File: config.mk
export PLATFORM = sky130hd
export DESIGN_NAME = gpe_block
export DESIGN_NICKNAME = d
export VERILOG_FILES = /design/src/rtl/gpe_pkg.sv /design/src/rtl/gpe_split.sv /design/src/rtl/gpe_regs.sv /design/src/rtl/gpe_sci.sv /design/src/rtl/gpe_block.sv
export SDC_FILE = /design/constraint.sdc
export NUM_CORES = 1
export LEC_CHECK = 0
export ABC_CLOCK_PERIOD_IN_PS = 4830
export BUFFER_PORTS_ARGS = -buffer_cell sky130_fd_sc_hd__buf_2
export CORE_MARGIN = 2
export CORE_UTILIZATION = 40
export CTS_CLUSTER_SIZE = 30
export DETAILED_ROUTE_END_ITERATION = 10
export PLACE_DENSITY = 0.62
export SKIP_LAST_GASP = 1
export SYNTH_ARGS = -nofsm -noshare
export SYNTH_HDL_FRONTEND = slang
export SYNTH_SLANG_ARGS = --single-unit
File: constraint.sdc
create_clock -name clk -period 4.83 [get_ports clk]
set_input_delay 0.7245 -clock clk [delete_from_list [all_inputs] [get_ports clk]]
set_output_delay 0.7245 -clock clk [all_outputs]
set_load 0.03 [all_outputs]
File: src/rtl/gpe_pkg.sv
package gpe_pkg;
  localparam int unsigned IO_AW = 16;
  typedef logic [IO_AW-1:0] io_addr_t;

  localparam io_addr_t    GPE_BASE_DEF = 16'hAFE0;
  localparam int unsigned GPE_WIN_DEF  = 4;
  localparam int unsigned SCI_LINE     = 9;

  typedef struct packed {
    logic     wr;
    io_addr_t addr;
    logic [7:0] data;
  } byte_op_t;

  function automatic logic f_hit(io_addr_t a, io_addr_t base, int unsigned win);
    return (a >= base) && ((32'(a) - 32'(base)) < win);
  endfunction

  function automatic logic [31:0] f_off(io_addr_t a, io_addr_t base);
    return 32'(a) - 32'(base);
  endfunction

  function automatic logic [7:0] f_w1c(logic [7:0] cur, logic [7:0] clr);
    return cur & ~clr;
  endfunction
endpackage

File: src/rtl/gpe_split.sv
module gpe_split
  import gpe_pkg::*;
#(
  parameter int unsigned WIN = GPE_WIN_DEF,
  localparam int unsigned LW = (WIN > 1) ? $clog2(WIN) : 1,
  localparam int unsigned DW = WIN * 8
) (
  input  logic          clk,
  input  logic          rst_n,
  input  logic          req,
  input  logic          wr,
  input  io_addr_t      addr,
  input  logic [LW-1:0] len,
  input  logic [DW-1:0] wdata,
  output logic          busy,
  output logic          done,
  output logic [DW-1:0] rdata,
  output logic          op_valid,
  output byte_op_t      op,
  input  logic [7:0]    rd_byte
);
  logic          busy_q, done_q, wr_q;
  logic [LW-1:0] cnt_q, len_q;
  io_addr_t      addr_q;
  logic [DW-1:0] wdata_q, rdata_q;
  logic          accept, last;

  assign accept   = req && !busy_q;
  assign last     = (cnt_q == len_q);
  assign op_valid = busy_q;
  assign op.wr    = wr_q;
  assign op.addr  = addr_q + io_addr_t'(cnt_q);
  assign op.data  = wdata_q[{cnt_q, 3'b000} +: 8];

  always_ff @(posedge clk) begin
    if (!rst_n) begin
      busy_q  <= 1'b0;
      done_q  <= 1'b0;
      wr_q    <= 1'b0;
      cnt_q   <= '0;
      len_q   <= '0;
      addr_q  <= '0;
      wdata_q <= '0;
      rdata_q <= '0;
    end else begin
      done_q <= 1'b0;
      if (accept) begin
        busy_q  <= 1'b1;
        cnt_q   <= '0;
        len_q   <= len;
        wr_q    <= wr;
        addr_q  <= addr;
        wdata_q <= wdata;
        rdata_q <= '0;
      end else if (busy_q) begin
        if (!wr_q) rdata_q[{cnt_q, 3'b000} +: 8] <= rd_byte;
        if (last) begin
          busy_q <= 1'b0;
          done_q <= 1'b1;
        end else begin
          cnt_q <= cnt_q + 1'b1;
        end
      end
    end
  end

  assign busy  = busy_q;
  assign done  = done_q;
  assign rdata = rdata_q;

  // accepted request starts at byte 0
  p_accept_r3: assert property (@(posedge clk) disable iff (!rst_n)
    accept |=> (busy_q && cnt_q == '0));
  // final byte ends the run with a done pulse
  p_last_ends_r3: assert property (@(posedge clk) disable iff (!rst_n)
    (busy_q && last) |=> (!busy_q && done_q));
  // done lasts one cycle
  p_done_pulse_r3: assert property (@(posedge clk) disable iff (!rst_n)
    done_q |=> !done_q);
  // request while busy leaves the latched access alone
  p_busy_hold_r3: assert property (@(posedge clk) disable iff (!rst_n)
    (busy_q && req) |=> ($stable(addr_q) && $stable(len_q) && $stable(wr_q)));
endmodule

File: src/rtl/gpe_regs.sv
module gpe_regs
  import gpe_pkg::*;
#(
  parameter io_addr_t    BASE = GPE_BASE_DEF,
  parameter int unsigned WIN  = GPE_WIN_DEF,
  localparam int unsigned HALF = WIN / 2,
  localparam int unsigned NB   = HALF * 8
) (
  input  logic          clk,
  input  logic          rst_n,
  input  logic          op_valid,
  input  byte_op_t      op,
  input  logic [NB-1:0] evt,
  output logic [7:0]    rd_byte,
  output logic [NB-1:0] sts_q,
  output logic [NB-1:0] en_q,
  output logic [NB-1:0] sts_d,
  output logic [NB-1:0] en_d
);
  logic        hit;
  logic [31:0] off;

  assign hit = op_valid && f_hit(op.addr, BASE, WIN);
  assign off = f_off(op.addr, BASE);

  for (genvar j = 0; j < HALF; j++) begin : g_byte
    logic sel_sts, sel_en;
    assign sel_sts = hit && op.wr && (off == 32'(j));
    assign sel_en  = hit && op.wr && (off == 32'(HALF + j));
    assign sts_d[8*j +: 8] = f_w1c(sts_q[8*j +: 8], sel_sts ? op.data : 8'h00)
                             | evt[8*j +: 8];
    assign en_d[8*j +: 8]  = sel_en ? op.data : en_q[8*j +: 8];
  end

  always_ff @(posedge clk) begin
    if (!rst_n) begin
      sts_q <= '0;
      en_q  <= '0;
    end else begin
      sts_q <= sts_d;
      en_q  <= en_d;
    end
  end

  always_comb begin
    rd_byte = 8'h00;
    if (hit && !op.wr) begin
      for (int j = 0; j < HALF; j++) begin
        if (off == 32'(j))        rd_byte = sts_q[8*j +: 8];
        if (off == 32'(HALF + j)) rd_byte = en_q[8*j +: 8];
      end
    end
  end

  // an event pulse leaves its status bit set
  p_evt_sets_r6: assert property (@(posedge clk) disable iff (!rst_n)
    (|evt) |=> ((sts_q & $past(evt)) == $past(evt)));
  // a write outside the window changes nothing
  p_stray_write_r2: assert property (@(posedge clk) disable iff (!rst_n)
    (op_valid && op.wr && !hit && evt == '0) |=> ($stable(sts_q) && $stable(en_q)));
  // reads are side-effect free
  p_read_pure_r8: assert property (@(posedge clk) disable iff (!rst_n)
    (op_valid && !op.wr && evt == '0) |=> ($stable(sts_q) && $stable(en_q)));
  // enables change only on a decoded write
  p_en_hold_r5: assert property (@(posedge clk) disable iff (!rst_n)
    !(hit && op.wr) |=> $stable(en_q));
endmodule

File: src/rtl/gpe_sci.sv
module gpe_sci #(
  parameter int unsigned NB = 16
) (
  input  logic          clk,
  input  logic          rst_n,
  input  logic [NB-1:0] sts_d,
  input  logic [NB-1:0] en_d,
  input  logic [NB-1:0] sts_q,
  input  logic [NB-1:0] en_q,
  output logic          sci
);
  function automatic logic f_pending(logic [NB-1:0] s, logic [NB-1:0] e);
    return |(s & e);
  endfunction

  logic sci_q;
  always_ff @(posedge clk) begin
    if (!rst_n) sci_q <= 1'b0;
    else        sci_q <= f_pending(sts_d, en_d);
  end
  assign sci = sci_q;

  // the level tracks the stored registers at every edge
  p_sci_level_r7: assert property (@(posedge clk) disable iff (!rst_n)
    sci_q == (|(sts_q & en_q)));
  // no pending pair means no request
  p_sci_clear_r7: assert property (@(posedge clk) disable iff (!rst_n)
    ((sts_d & en_d) == '0) |=> !sci_q);
endmodule

File: src/rtl/gpe_block.sv
module gpe_block
  import gpe_pkg::*;
#(
  parameter io_addr_t    BASE = GPE_BASE_DEF,
  parameter int unsigned WIN  = GPE_WIN_DEF,
  localparam int unsigned NB  = (WIN / 2) * 8,
  localparam int unsigned LW  = (WIN > 1) ? $clog2(WIN) : 1,
  localparam int unsigned DW  = WIN * 8
) (
  input  logic          clk,
  input  logic          rst_n,
  input  logic          io_req,
  input  logic          io_wr,
  input  logic [15:0]   io_addr,
  input  logic [LW-1:0] io_len,
  input  logic [DW-1:0] io_wdata,
  output logic          io_busy,
  output logic          io_done,
  output logic [DW-1:0] io_rdata,
  input  logic [NB-1:0] evt_in,
  output logic          sci
);
  byte_op_t      op;
  logic          op_valid;
  logic [7:0]    rd_byte;
  logic [NB-1:0] sts_q, en_q, sts_d, en_d;

  gpe_split #(.WIN(WIN)) u_split (
    .clk(clk), .rst_n(rst_n), .req(io_req), .wr(io_wr), .addr(io_addr),
    .len(io_len), .wdata(io_wdata), .busy(io_busy), .done(io_done),
    .rdata(io_rdata), .op_valid(op_valid), .op(op), .rd_byte(rd_byte)
  );

  gpe_regs #(.BASE(BASE), .WIN(WIN)) u_regs (
    .clk(clk), .rst_n(rst_n), .op_valid(op_valid), .op(op), .evt(evt_in),
    .rd_byte(rd_byte), .sts_q(sts_q), .en_q(en_q), .sts_d(sts_d), .en_d(en_d)
  );

  gpe_sci #(.NB(NB)) u_sci (
    .clk(clk), .rst_n(rst_n), .sts_d(sts_d), .en_d(en_d),
    .sts_q(sts_q), .en_q(en_q), .sci(sci)
  );
endmodule

=== After elaboration in Yosys (flattened, before gate mapping) ===
Index checks and enable logic that the tools add are counted.
Widths: inputs -> output; s select.

* Add/subtract/negate cells: 4
* Order comparisons: 2
* Equality and inequality tests: 4
* Shifts and indexed selects: 3
* Mux-type cells: 14
* Bitwise gates (word level): 11
* Reductions and logical operators: 17

{| class="wikitable"
|+ Operator list
! kind !! count
|-
| $mux 8 || 9
|-
| $eq 32x2->1 const B || 2
|-
| $bwmux 32 || 1
|-
| $eq 32x1->1 const B || 1
|-
| $logic_not 32->1 || 1
|-
| $lt 32x3->1 const B || 1
|-
| $shift 8x7->32 const A || 1
|-
| $shiftx 32x6->8 || 1
|-
| $shiftx 8x7->32 || 1
|-
| $sub 16x16->17 const B || 1
|-
| $add 16x2->16 || 1
|-
| $and 16x16->16 || 1
|-
| $and 8x8->8 || 2
|-
| $ge 16x16->1 const B || 1
|-
| $not 8->8 || 2
|-
| $or 8x8->8 || 2
|-
| $reduce_or 16->1 || 1
|-
| $logic_and 1x1->1 || 9
|-
| $neg 5->7 || 1
|-
| $mux 1 || 4
|-
| $not 1->1 || 4
|-
| $reduce_and 2->1 || 2
|-
| $reduce_or 3->1 || 1
|-
| $add 2x1->2 const B || 1
|-
| 3 further kinds || 4
|}

* Bits in registers: 120
* Bits of input ports: 70
* Logic and storage cells: 66

=== Logic depth before layout (Yosys ltp) ===
Gate-level depths: netlist (run 1).

* Depth after elaboration: 13
* Mapped depth: 20

=== Hierarchy ===
From an unflattened synthesis (run 1), not the netlist that was laid out.

* Cells, all modules: 672
* Area, all modules: 6004.5 um^2

{| class="wikitable"
|+ Modules (own cells, without submodules)
! module !! times used !! cells an instance !! area an instance (um^2)
|-
| gpe_split || 1 || 414 || 3749.8
|-
| gpe_regs || 1 || 246 || 2139.6
|-
| gpe_sci || 1 || 12 || 115.1
|}

=== Least setup slack after synthesis (run 1) ===
No wires, ideal clock.

* Kind: reg2reg
* From: register u_split.cnt_q[1]
* To: register u_sci.sci_q (netlist: u_sci.sci)
* Setup time: 125 ps
* Data arrival time: 4749 ps
* Data required time: 4705 ps
* Path slack: -44 ps
* Stages on the path, launching flop included: 20
* Path buffers: 4
* Period minus slack after synthesis: 4874 ps
* Path through: dfxtp_1 clkbuf_1 inv_1 fa_1 clkbuf_1 buf_2 nor3b_1 xor2_1 ha_1 and3_1 a32o_1 or3_1 o21ai_2 o2111ai_2 buf_6 nor3_2 mux2_2 a2111oi_4 nand4b_1 o41a_1

* Cells in the longest elaborated chain, start to end: 13
* Elaborated cells between the ends (all ways): 28
* Those cells by class: 2 x add/sub; 2 x order compare; 3 x eq/ne; 1 x shift; 4 x mux; 7 x bitwise; 9 x reduce/logical

{| class="wikitable"
|+ Ends and longest elaborated chain
! item !! RTL line !! source
|-
| from (decl) || gpe_split.sv:23 || <nowiki>logic [LW-1:0] cnt_q, len_q;</nowiki>
|-
| from (signal assigned) || gpe_split.sv:61 || <nowiki>cnt_q <= cnt_q + 1'b1;</nowiki>
|-
| $add 16x2->16 || gpe_split.sv:32 || <nowiki>assign op.addr = addr_q + io_addr_t'(cnt_q);</nowiki>
|-
| $sub 16x16->17 || gpe_pkg.sv:16, gpe_pkg.sv:20 ||
|-
| $lt 32x3->1 || gpe_pkg.sv:16 || <nowiki>return (a >= base) && ((32'(a) - 32'(base)) < win);</nowiki>
|-
| $logic_and 1x1->1 || gpe_pkg.sv:16 ||
|-
| $logic_and 1x1->1 || gpe_regs.sv:23 || <nowiki>assign hit = op_valid && f_hit(op.addr, BASE, WIN);</nowiki>
|-
| $logic_and 1x1->1 || gpe_regs.sv:28, gpe_regs.sv:29 ||
|-
| $logic_and 1x1->1 || gpe_regs.sv:28 || <nowiki>assign sel_sts = hit && op.wr && (off == 32'(j));</nowiki>
|-
| $mux 8 || gpe_regs.sv:30 || <nowiki>assign sts_d[8*j +: 8] = f_w1c(sts_q[8*j +: 8], sel_sts ? op.data : 8'h00)</nowiki>
|-
| $not 8->8 || gpe_pkg.sv:24 || <nowiki>return cur & ~clr;</nowiki>
|-
| $and 8x8->8 || gpe_pkg.sv:24 ||
|-
| $or 8x8->8 || gpe_regs.sv:31 || <nowiki>| evt[8*j +: 8];</nowiki>
|-
| $and 16x16->16 (*) || gpe_sci.sv:13 || <nowiki>return |(s & e);</nowiki>
|-
| $reduce_or 16->1 (*) || gpe_sci.sv:13 ||
|-
| to (signal assigned) || gpe_sci.sv:19 || <nowiki>else sci_q <= f_pending(sts_d, en_d);</nowiki>
|-
| to (decl) || gpe_sci.sv:16 || <nowiki>logic sci_q;</nowiki>
|}

Mark *: on every way between the ends. The rest lies on a longest branch, timed or not.
A chain may end at the register's enable or synchronous reset.

=== Final worst setup path (run 1) ===
* From: register u_split.addr_q[0]
* To: register u_sci.sci_q (netlist: u_sci.sci)

* Cells in the longest elaborated chain, start to end: 13
* Elaborated cells between the ends (all ways): 27
* Those cells by class: 2 x add/sub; 2 x order compare; 3 x eq/ne; 4 x mux; 7 x bitwise; 9 x reduce/logical

{| class="wikitable"
|+ Ends and longest elaborated chain
! item !! RTL line !! source
|-
| from (decl) || gpe_split.sv:24 || <nowiki>io_addr_t addr_q;</nowiki>
|-
| from (signal assigned) || gpe_split.sv:52 || <nowiki>addr_q <= addr;</nowiki>
|-
| $add 16x2->16 (*) || gpe_split.sv:32 ||
|-
| $sub 16x16->17 || gpe_pkg.sv:16, gpe_pkg.sv:20 ||
|-
| $lt 32x3->1 || gpe_pkg.sv:16 ||
|-
| $logic_and 1x1->1 || gpe_pkg.sv:16 ||
|-
| $logic_and 1x1->1 || gpe_regs.sv:23 ||
|-
| $logic_and 1x1->1 || gpe_regs.sv:28, gpe_regs.sv:29 ||
|-
| $logic_and 1x1->1 || gpe_regs.sv:28 ||
|-
| $mux 8 || gpe_regs.sv:30 ||
|-
| $not 8->8 || gpe_pkg.sv:24 ||
|-
| $and 8x8->8 || gpe_pkg.sv:24 ||
|-
| $or 8x8->8 || gpe_regs.sv:31 ||
|-
| $and 16x16->16 (*) || gpe_sci.sv:13 ||
|-
| $reduce_or 16->1 (*) || gpe_sci.sv:13 ||
|}

Marked as above.

==> results of run 1 <==
[power breakdown]
| group | internal (W) | total (W) | switching [W] |
|---|---|---|---|
| combinational | 0.0000889 | 0.000218 | 0.000129 |
| clock | 0.000859 | 0.00131 | 0.000451 |
| sequential | 0.00103 | 0.00106 | 0.0000348 |
| total | 0.00198 | 0.00259 | 0.000615 |
[cell usage in the layout, fill, tap and decap left out, types with 11 or more instances in the layout]
cell / count
nor2_1: 44
nand2_1: 132
inv_1: 22
nand2b_1: 17
clkbuf_16: 17
buf_4: 16
nor2b_1: 26
nand4_1: 11
dfxtp_1: 120
buf_2: 104
a21oi_1: 13
mux2i_1: 13
o22ai_1: 11
a22oi_1: 24
a21boi_0: 54
[metal layers]
layer	vias up	GRT usage	part of all wire
met5	-	0	0
met4	0	0.0776	0.023
met3	35	0.0586	0.061
met2	190	0.334	0.46
met1	2640	0.295	0.46
li1	2660	-	-
[kinds of logic after synthesis]
family | after synthesis | share of synthesized area
simple gates | 285 | 0.234
fa+ha+maj | 8 | 0.0178
flops | 120 | 0.396
buf+inv | 71 | 0.0467
compound gates | 172 | 0.220
mux | 27 | 0.0623
xor+xnor | 16 | 0.0231
[state kept, by name (all words and copies together) (netlist names)]
| signal | count |
|---|---|
| u_split.done | 1 |
| u_split.wdata_q | 32 |
| u_split.wr_q | 1 |
| u_split.rdata | 32 |
| u_split.addr_q | 16 |
| u_regs.en_q | 16 |
| u_split.cnt_q | 2 |
| u_split.len_q | 2 |
| u_sci.sci | 1 |
| u_regs.sts_q | 16 |
| u_split.busy | 1 |
[worst max-delay path: stages (launching register included)]
cell and delay (ns):
dfxtp_1 0.33, ha_1 0.23, inv_1 0.07, fa_1 0.41, nor3b_1 0.28, xor2_1 0.18
ha_1 0.24, and3_1 0.18, a32o_1 0.22, nor2_1 0.06, o221ai_1 0.28, o211ai_2 0.20
buf_4 0.22, nor4_1 0.68, a21boi_0 0.27, o21bai_1 0.22, nand4b_1 0.11, o41a_1 0.31
[layout make-up]
cell class / count / area share
multi-input combinational: 508 / 0.461
sequential: 120 / 0.327
timing repair buffer: 120 / 0.0871
clock buffer: 19 / 0.0589
tap: 184 / 0.0313
clock inverter: 13 / 0.0242
inverter: 22 / 0.0112
[worst paths after layout]
kind	startpoint	slack [ns]	endpoint	cells past startpoint
setup reg to reg	u_split.addr_q[0]	0.22	u_sci.sci	17
hold / removal	u_split.rdata[0]	0.45	u_split.rdata[0]	2
setup / recovery	u_split.addr_q[0]	0.22	u_sci.sci	17
hold reg to reg	u_split.rdata[0]	0.45	u_split.rdata[0]	2
[through the flow]
| step | setup slack (ns) | utilization | total power (W) | hold WS [ns] | cells |
|---|---|---|---|---|---|
| 3_5_place_dp | 0.386 | 0.460 | 0.00130 | 0.451 | 954 |
| 3_3_place_gp | 0.470 | 0.460 | 0.00129 | 0.449 | 954 |
| 5_1_grt | 0.0455 | 0.502 | 0.00270 | 0.474 | 986 |
| 6_report | 0.217 | 0.502 | 0.00259 | 0.453 | 986 |
| 4_1_cts | 0.327 | 0.502 | 0.00262 | 0.458 | 986 |
| 2_1_floorplan | 0.115 | - | 0.00122 | 0.440 | 699 |
==> results.json, run 1 <==
{
  "status": "finished clean",
  "synth_nets": 777,
  "wire_per_inst_um": 17.2,
  "yosys.cell_types.count": 72,
  "hold_class": "flop to flop",
  "fillerInstances": 1366,
  "dieArea_um2": 16200,
  "cts_setup_buffers": 0,
  "synth_area_leaders": "dfxtp_1, nand2_1, a21boi_0",
  "grt-ovfl-total": 0,
  "path_max_fanout": 11,
  "tritoncts": "done",
  "dpl-instance-area_um2": 6740,
  "synth_top_area_share": 0.396,
  "cts.sinks": 120,
  "rsz0062_at_grt": "no",
  "cp.arrival_ns": 4.91,
  "start_util": 0.414,
  "root_buffer": "clkbuf_16",
  "clk_latency_ns": 0.42,
  "synth_edf_count": 0,
  "grt_max_degree": 87,
  "tns_ns": 0,
  "vias": 5525,
  "viasPerCell": 5.60,
  "boundaryPins": 105,
  "critPathKind": "flop to flop",
  "cts_max_path_buffers": 2,
  "slew_viol_final": 0,
  "drt-initial-drc-count": 483,
  "drv_cap": 0,
  "yosysTopAreaCell": "dfxtp_1",
  "power_leakage_nw": 2.87,
  "gp_congestion": 0.900,
  "synth_most_common_cell": "nand2_1",
  "tightest_slew_ns": 1.15,
  "die_h_um": 127,
  "ys_warn_count": 0,
  "period_needed_ns": 4.61,
  "ys_seq_area_frac": 0.396,
  "post_cts_resized": 0,
  "timing_hold_violations_final": 0,
  "async_flop_share": 0,
  "syn_area_um2": 6060,
  "end_kind": "flop",
  "grt_antenna_before_repair": 0,
  "avgSynthCellArea_um2": 8.67,
  "dp_hpwl_mm": 12.3,
  "ir_drop_v": 0.000293,
  "final_nets": 867,
  "wl_mm": 17.0,
  "insertedDiodeCount": 0,
  "seq_area_um2": 2400,
  "area_growth_syn_to_layout_pct": 21.3,
  "core_area_um2": 14600,
  "synth.top_cells.by_count": "nand2_1, dfxtp_1, a21boi_0",
  "dr.pass1.iters": 6,
  "grt_pass1_vias": 5355,
  "synthFlopType": "dfxtp_1",
  "setup_viol": 0,
  "synthCells": 699,
  "io_buffers": 104,
  "power.density_nw_per_um2": 352,
  "postCtsHoldBufs": 0,
  "cp-start-kind": "flop",
  "num_rows": 44,
  "cp.required_ns": 5.13,
  "htree_levels": 4,
  "relSlewSlack": 0.231,
  "finalCritPeriodShare": 0.955,
  "globalRouteTotalUtil": 0.218,
  "die-width_um": 127,
  "drive_gt1_frac": 0.236,
  "fmax_ghz": 0.217,
  "fin_skew_ns": 0.00666,
  "clk_pin_slew_ns": 0.05,
  "drc_errors": 0,
  "cts-buffers-inserted": 17,
  "route.antenna.remaining_nets": 0,
  "stdcell_area_um2": 7350,
  "ys_seq_elements": 120,
  "grt_first_pass_wirelength_mm": 27.6,
  "multiInputGateArea_um2": 3390
}
Power figures use the tool's default switching activity.
==> run 2, diff against run 1 <==
--- a/config.mk
+++ b/config.mk
@@ -12,6 +12,7 @@
 export CTS_CLUSTER_SIZE = 30
 export DETAILED_ROUTE_END_ITERATION = 10
 export PLACE_DENSITY = 0.62
+export RECOVER_POWER = 25
 export SKIP_LAST_GASP = 1
 export SYNTH_ARGS = -nofsm -noshare
 export SYNTH_HDL_FRONTEND = slang
==> results.json, run 2 (synthesized netlist as in run 1, its figures left out) <==
{
  "period_needed_ns": 4.59,
  "grt_antenna_before_repair": 0,
  "crit_path_frequent_cell": "ha_1",
  "dr.pass1.iters": 6,
  "ir_drop_v": 0.000296,
  "core_area_um2": 14600,
  "final_cell_mix": "nand2_1, dfxtp_1, buf_2",
  "hold_start": "u_split.rdata[0]",
  "dp_hpwl_mm": 12.3,
  "die_h_um": 127,
  "slew_viol_final": 87,
  "post_cts_resized": 0,
  "insertedDiodeCount": 0,
  "status": "finished, violations left",
  "cts_setup_buffers": 0,
  "postLayoutCoreUtil": 0.499,
  "path_max_fanout": 11,
  "grt_max_degree": 87,
  "root_buffer": "clkbuf_16",
  "drt-initial-drc-count": 412,
  "path_cells": "ha_1, inv_1, fa_1, nor3b_1, xor2_1, ha_1, and3_1, a32o_1, nor2_1, o221ai_1, o211ai_2, buf_4, nor4_1, a21boi_0, o21bai_1, nand4b_1, o41a_1",
  "tns_ns": 0,
  "rr_worst_depth": 17,
  "cts_max_path_buffers": 2,
  "gp_congestion": 0.900,
  "die-width_um": 127,
  "cts.sinks": 120,
  "layout_commonest_cell": "nand2_1",
  "max_stage_delay_ns": 0.66,
  "vias": 5553,
  "cts-buffers-inserted": 17,
  "wire_per_inst_um": 17.2,
  "grt_pass1_vias": 5355,
  "cp.required_ns": 5.13,
  "area_growth_syn_to_layout_pct": 20.5,
  "tritoncts": "done",
  "power.density_nw_per_um2": 355,
  "dieArea_um2": 16200,
  "wl_mm": 17.0,
  "crit_slowest_cell": "nor4_1",
  "r2r_start": "u_split.addr_q[0]",
  "clk_latency_ns": 0.42,
  "critPathBufInv": 2,
  "viasPerCell": 5.63,
  "boundaryPins": 105,
  "drive_gt1_frac": 0.191,
  "grt-ovfl-total": 0,
  "violations": "capacitance limit, slew limit",
  "cp_top_family": "compound AO/OA/AOI/OAI gates",
  "start_util": 0.414,
  "num_rows": 44,
  "cp-start-kind": "flop",
  "tightest_slew_ns": 3.05,
  "htree_levels": 4,
  "timing_hold_violations_final": 0,
  "fmax_ghz": 0.218,
  "drc_errors": 0,
  "postCtsHoldBufs": 0,
  "hold_depth": 2,
  "setup_ws_ns": 0.244,
  "io_buffers": 104,
  "place_ws_ns": 0.386,
  "globalRouteTotalUtil": 0.218,
  "total_power_w": 0.00260,
  "finalCritPeriodShare": 0.950,
  "hold_class": "flop to flop",
  "route.antenna.remaining_nets": 0,
  "fillerInstances": 1393,
  "drv_cap": 1,
  "timing.rr.end": "u_sci.sci",
  "cp.arrival_ns": 4.89,
  "hold_end": "u_split.rdata[0]",
  "grt_first_pass_wirelength_mm": 27.6,
  "relSlewSlack": -1.03,
  "critPathKind": "flop to flop",
  "rsz0062_at_grt": "no",
  "rrSetupSlack_ns": 0.24,
  "final_nets": 867,
  "clk_pin_slew_ns": 0.06,
  "fin_skew_ns": 0.00558,
  "setup_viol": 0,
  "power_leakage_nw": 2.71,
  "end_kind": "flop"
}
[run 2: layout make-up]
| type | instances | area, um2 | share of cell area |
|---|---|---|---|
| Multi-Input combinational cell | 508 | 3390 | 0.464 |
| Clock buffer | 19 | 433 | 0.0593 |
| Tap cell | 184 | 230 | 0.0315 |
| Inverter | 22 | 82.6 | 0.0113 |
| Sequential cell | 120 | 2400 | 0.329 |
| Clock inverter | 13 | 178 | 0.0243 |
| Timing Repair Buffer | 120 | 593 | 0.0812 |
[run 2: through the flow]
stage               cells  area (um2)  hold slack (ns)
floorplan             699        6060            0.440
global placement      954        6740            0.449
detailed placement    954        6740            0.451
CTS                   986        7350            0.458
global route          986        7300            0.477
finish                986        7300            0.458
[run 2: routing by layer]
layer  vias to the layer above  global-route usage  share of wire
met2                       195               0.334           0.46
met4                         0              0.0776          0.022
met3                        29              0.0586          0.059
met5                         -                   0              0
li1                       2657                   -              -
met1                      2672               0.295           0.46
[run 2: worst register-to-register path, cell delays in order (launching register included)]
cell      delay, ns
dfxtp_1        0.33
ha_1           0.23
inv_1          0.07
fa_1           0.41
nor3b_1        0.28
xor2_1         0.18
ha_1           0.24
and3_1         0.17
a32o_1         0.22
nor2_1         0.06
o221ai_1       0.28
o211ai_2       0.21
buf_4          0.22
nor4_1         0.66
a21boi_0       0.27
o21bai_1       0.22
nand4b_1       0.11
o41a_1         0.31
[run 2: how the worst max path moves through the flow]
stage                                  from                to  slack (ns)  cells past startpoint
after floorplan            u_split.cnt_q[1]         u_sci.sci        0.11                     19
after global placement    u_split.addr_q[1]         u_sci.sci        0.47                     16
after detailed placement  u_split.addr_q[0]         u_sci.sci        0.39                     16
after CTS                 u_split.addr_q[0]         u_sci.sci        0.33                     16
after global routing       u_split.cnt_q[0]  u_split.rdata[3]        0.05                     18
final                     u_split.addr_q[0]         u_sci.sci        0.24                     17
[run 2: power breakdown]
part	leakage (nW)	internal, W	total, W	switching [W]
Sequential	0.980	0.00103	0.00106	0.0000351
Combinational	1.43	0.0000910	0.000220	0.000129
Clock	0.297	0.000859	0.00131	0.000454
Total	2.71	0.00198	0.00260	0.000618
==> run 3, diff against run 2 <==
==> constraint.sdc (replaced) <==
create_clock -name clk -period 4.83 [get_ports clk]
set_input_delay 0.7245 -clock clk [delete_from_list [all_inputs] [get_ports clk]]
set_output_delay 0.7245 -clock clk [all_outputs]
set_load 0.1 [all_outputs]
==> results.json, run 3 (synthesized netlist as in run 1, its figures left out) <==
{
  "status": "finished, violations left",
  "violations": "capacitance limit, slew limit",
  "rr_worst_depth": 17,
  "fmax_ghz": 0.216,
  "cts-buffers-inserted": 17,
  "insertedDiodeCount": 0,
  "tns_ns": 0,
  "dpl-instance-area_um2": 6740,
  "postCtsHoldBufs": 0,
  "wire_per_inst_um": 17.2,
  "cts_max_path_buffers": 2,
  "instances_no_fill": 986,
  "drive_gt1_frac": 0.233,
  "htree_levels": 4,
  "drt-initial-drc-count": 483,
  "dieArea_um2": 16200,
  "boundaryPins": 105,
  "vias": 5535,
  "globalRouteTotalUtil": 0.218,
  "period_needed_ns": 4.62,
  "rsz0062_at_grt": "no",
  "rrSetupSlack_ns": 0.21,
  "timing.rr.end": "u_sci.sci",
  "relSlewSlack": -1.03,
  "layout_commonest_cell": "nand2_1",
  "tritoncts": "done",
  "dp.cells": 954,
  "finalCritPeriodShare": 0.957,
  "grt_max_degree": 87,
  "p_sw_frac": 0.239,
  "power.density_nw_per_um2": 354,
  "stdcell_area_um2": 7350,
  "ir_drop_v": 0.000294,
  "dp_hpwl_mm": 12.3,
  "final_nets": 867,
  "grt_antenna_before_repair": 0,
  "power_leakage_nw": 2.86,
  "setup_viol": 0,
  "core_area_um2": 14600,
  "slew_viol_final": 87,
  "fillerInstances": 1369,
  "cts_setup_buffers": 0,
  "hold_end": "u_split.rdata[0]",
  "share_seq_of_total_power": 0.409,
  "num_rows": 44,
  "grt_pass1_vias": 5355,
  "post_cts_resized": 0,
  "wl_mm": 17.0,
  "die-width_um": 127,
  "path_max_fanout": 11,
  "viasPerCell": 5.61,
  "critPathKind": "flop to flop",
  "gp_congestion": 0.900,
  "die_h_um": 127,
  "cp.arrival_ns": 4.92,
  "area_growth_syn_to_layout_pct": 21.2,
  "cp-start-kind": "flop",
  "grt-ovfl-total": 0,
  "route.antenna.remaining_nets": 0,
  "p_sw_w": 0.000621,
  "share_comb_of_total_power": 0.087,
  "drv_cap": 1,
  "clk_pin_slew_ns": 0.05,
  "io_buffers": 104,
  "total_power_w": 0.00260,
  "timing_hold_violations_final": 0,
  "hold_start": "u_split.rdata[0]",
  "hold_class": "flop to flop",
  "clk_latency_ns": 0.42,
  "tightest_slew_ns": 3.05,
  "final_cell_mix": "nand2_1, dfxtp_1, buf_2",
  "grt_first_pass_wirelength_mm": 27.6,
  "hold_depth": 2,
  "drc_errors": 0,
  "start_util": 0.414,
  "fin_skew_ns": 0.00672,
  "cp.required_ns": 5.13,
  "root_buffer": "clkbuf_16",
  "cts.sinks": 120,
  "p_int_w": 0.00198,
  "end_kind": "flop",
  "dr.pass1.iters": 5,
  "pwr-share-clk": 0.504,
  "whs_ns": 0.453,
  "r2r_start": "u_split.addr_q[0]"
}
run 3: routing by layer:
metal,vias to the layer above,GRT usage,wire (um)
li1,2659,-,-
met1,2651,0.295,7840
met2,195,0.334,7790
met3,30,0.0586,1010
met4,0,0.0776,359
met5,-,0,0
run 3: through the flow:
step                setup slack, ns  utilization
floorplan                     0.115            -
global placement              0.470        0.460
detailed placement            0.386        0.460
CTS                           0.327        0.502
global route                 0.0455        0.502
finish                        0.208        0.502
run 3: power groups by stage:
stage          combinational (W)  clock [W]  sequential, W
2_1_floorplan           0.000154          0        0.00107
3_3_place_gp            0.000218          0        0.00108
3_5_place_dp            0.000223          0        0.00108
4_1_cts                 0.000224    0.00134        0.00106
5_1_grt                 0.000250    0.00139        0.00107
6_report                0.000226    0.00131        0.00106
run 3: how the worst max path moves through the flow:
stage	from	endpoint	slack [ns]	cells after the start
2_1_floorplan	u_split.cnt_q[1]	u_sci.sci	0.11	19
5_1_grt	u_split.cnt_q[0]	u_split.rdata[3]	0.05	18
3_3_place_gp	u_split.addr_q[1]	u_sci.sci	0.47	16
6_report	u_split.addr_q[0]	u_sci.sci	0.21	17
3_5_place_dp	u_split.addr_q[0]	u_sci.sci	0.39	16
4_1_cts	u_split.addr_q[0]	u_sci.sci	0.33	16
run 3: layout make-up:
type | instances | area (um2) | area share
Multi-Input combinational cell | 508 | 3390 | 0.461
Sequential cell | 120 | 2400 | 0.327
Timing Repair Buffer | 120 | 636 | 0.0865
Clock buffer | 19 | 433 | 0.0589
Tap cell | 184 | 230 | 0.0313
Clock inverter | 13 | 178 | 0.0242
Inverter | 22 | 82.6 | 0.0112
run 3: worst max-delay path, stage by stage (launching register included):
cell	delay (ns)
dfxtp_1	0.33
ha_1	0.23
inv_1	0.07
fa_1	0.41
nor3b_1	0.28
xor2_1	0.18
ha_1	0.24
and3_1	0.18
a32o_1	0.22
nor2_1	0.06
o221ai_1	0.28
o211ai_2	0.20
buf_4	0.22
nor4_1	0.68
a21boi_0	0.27
o21bai_1	0.22
nand4b_1	0.11
o41a_1	0.31
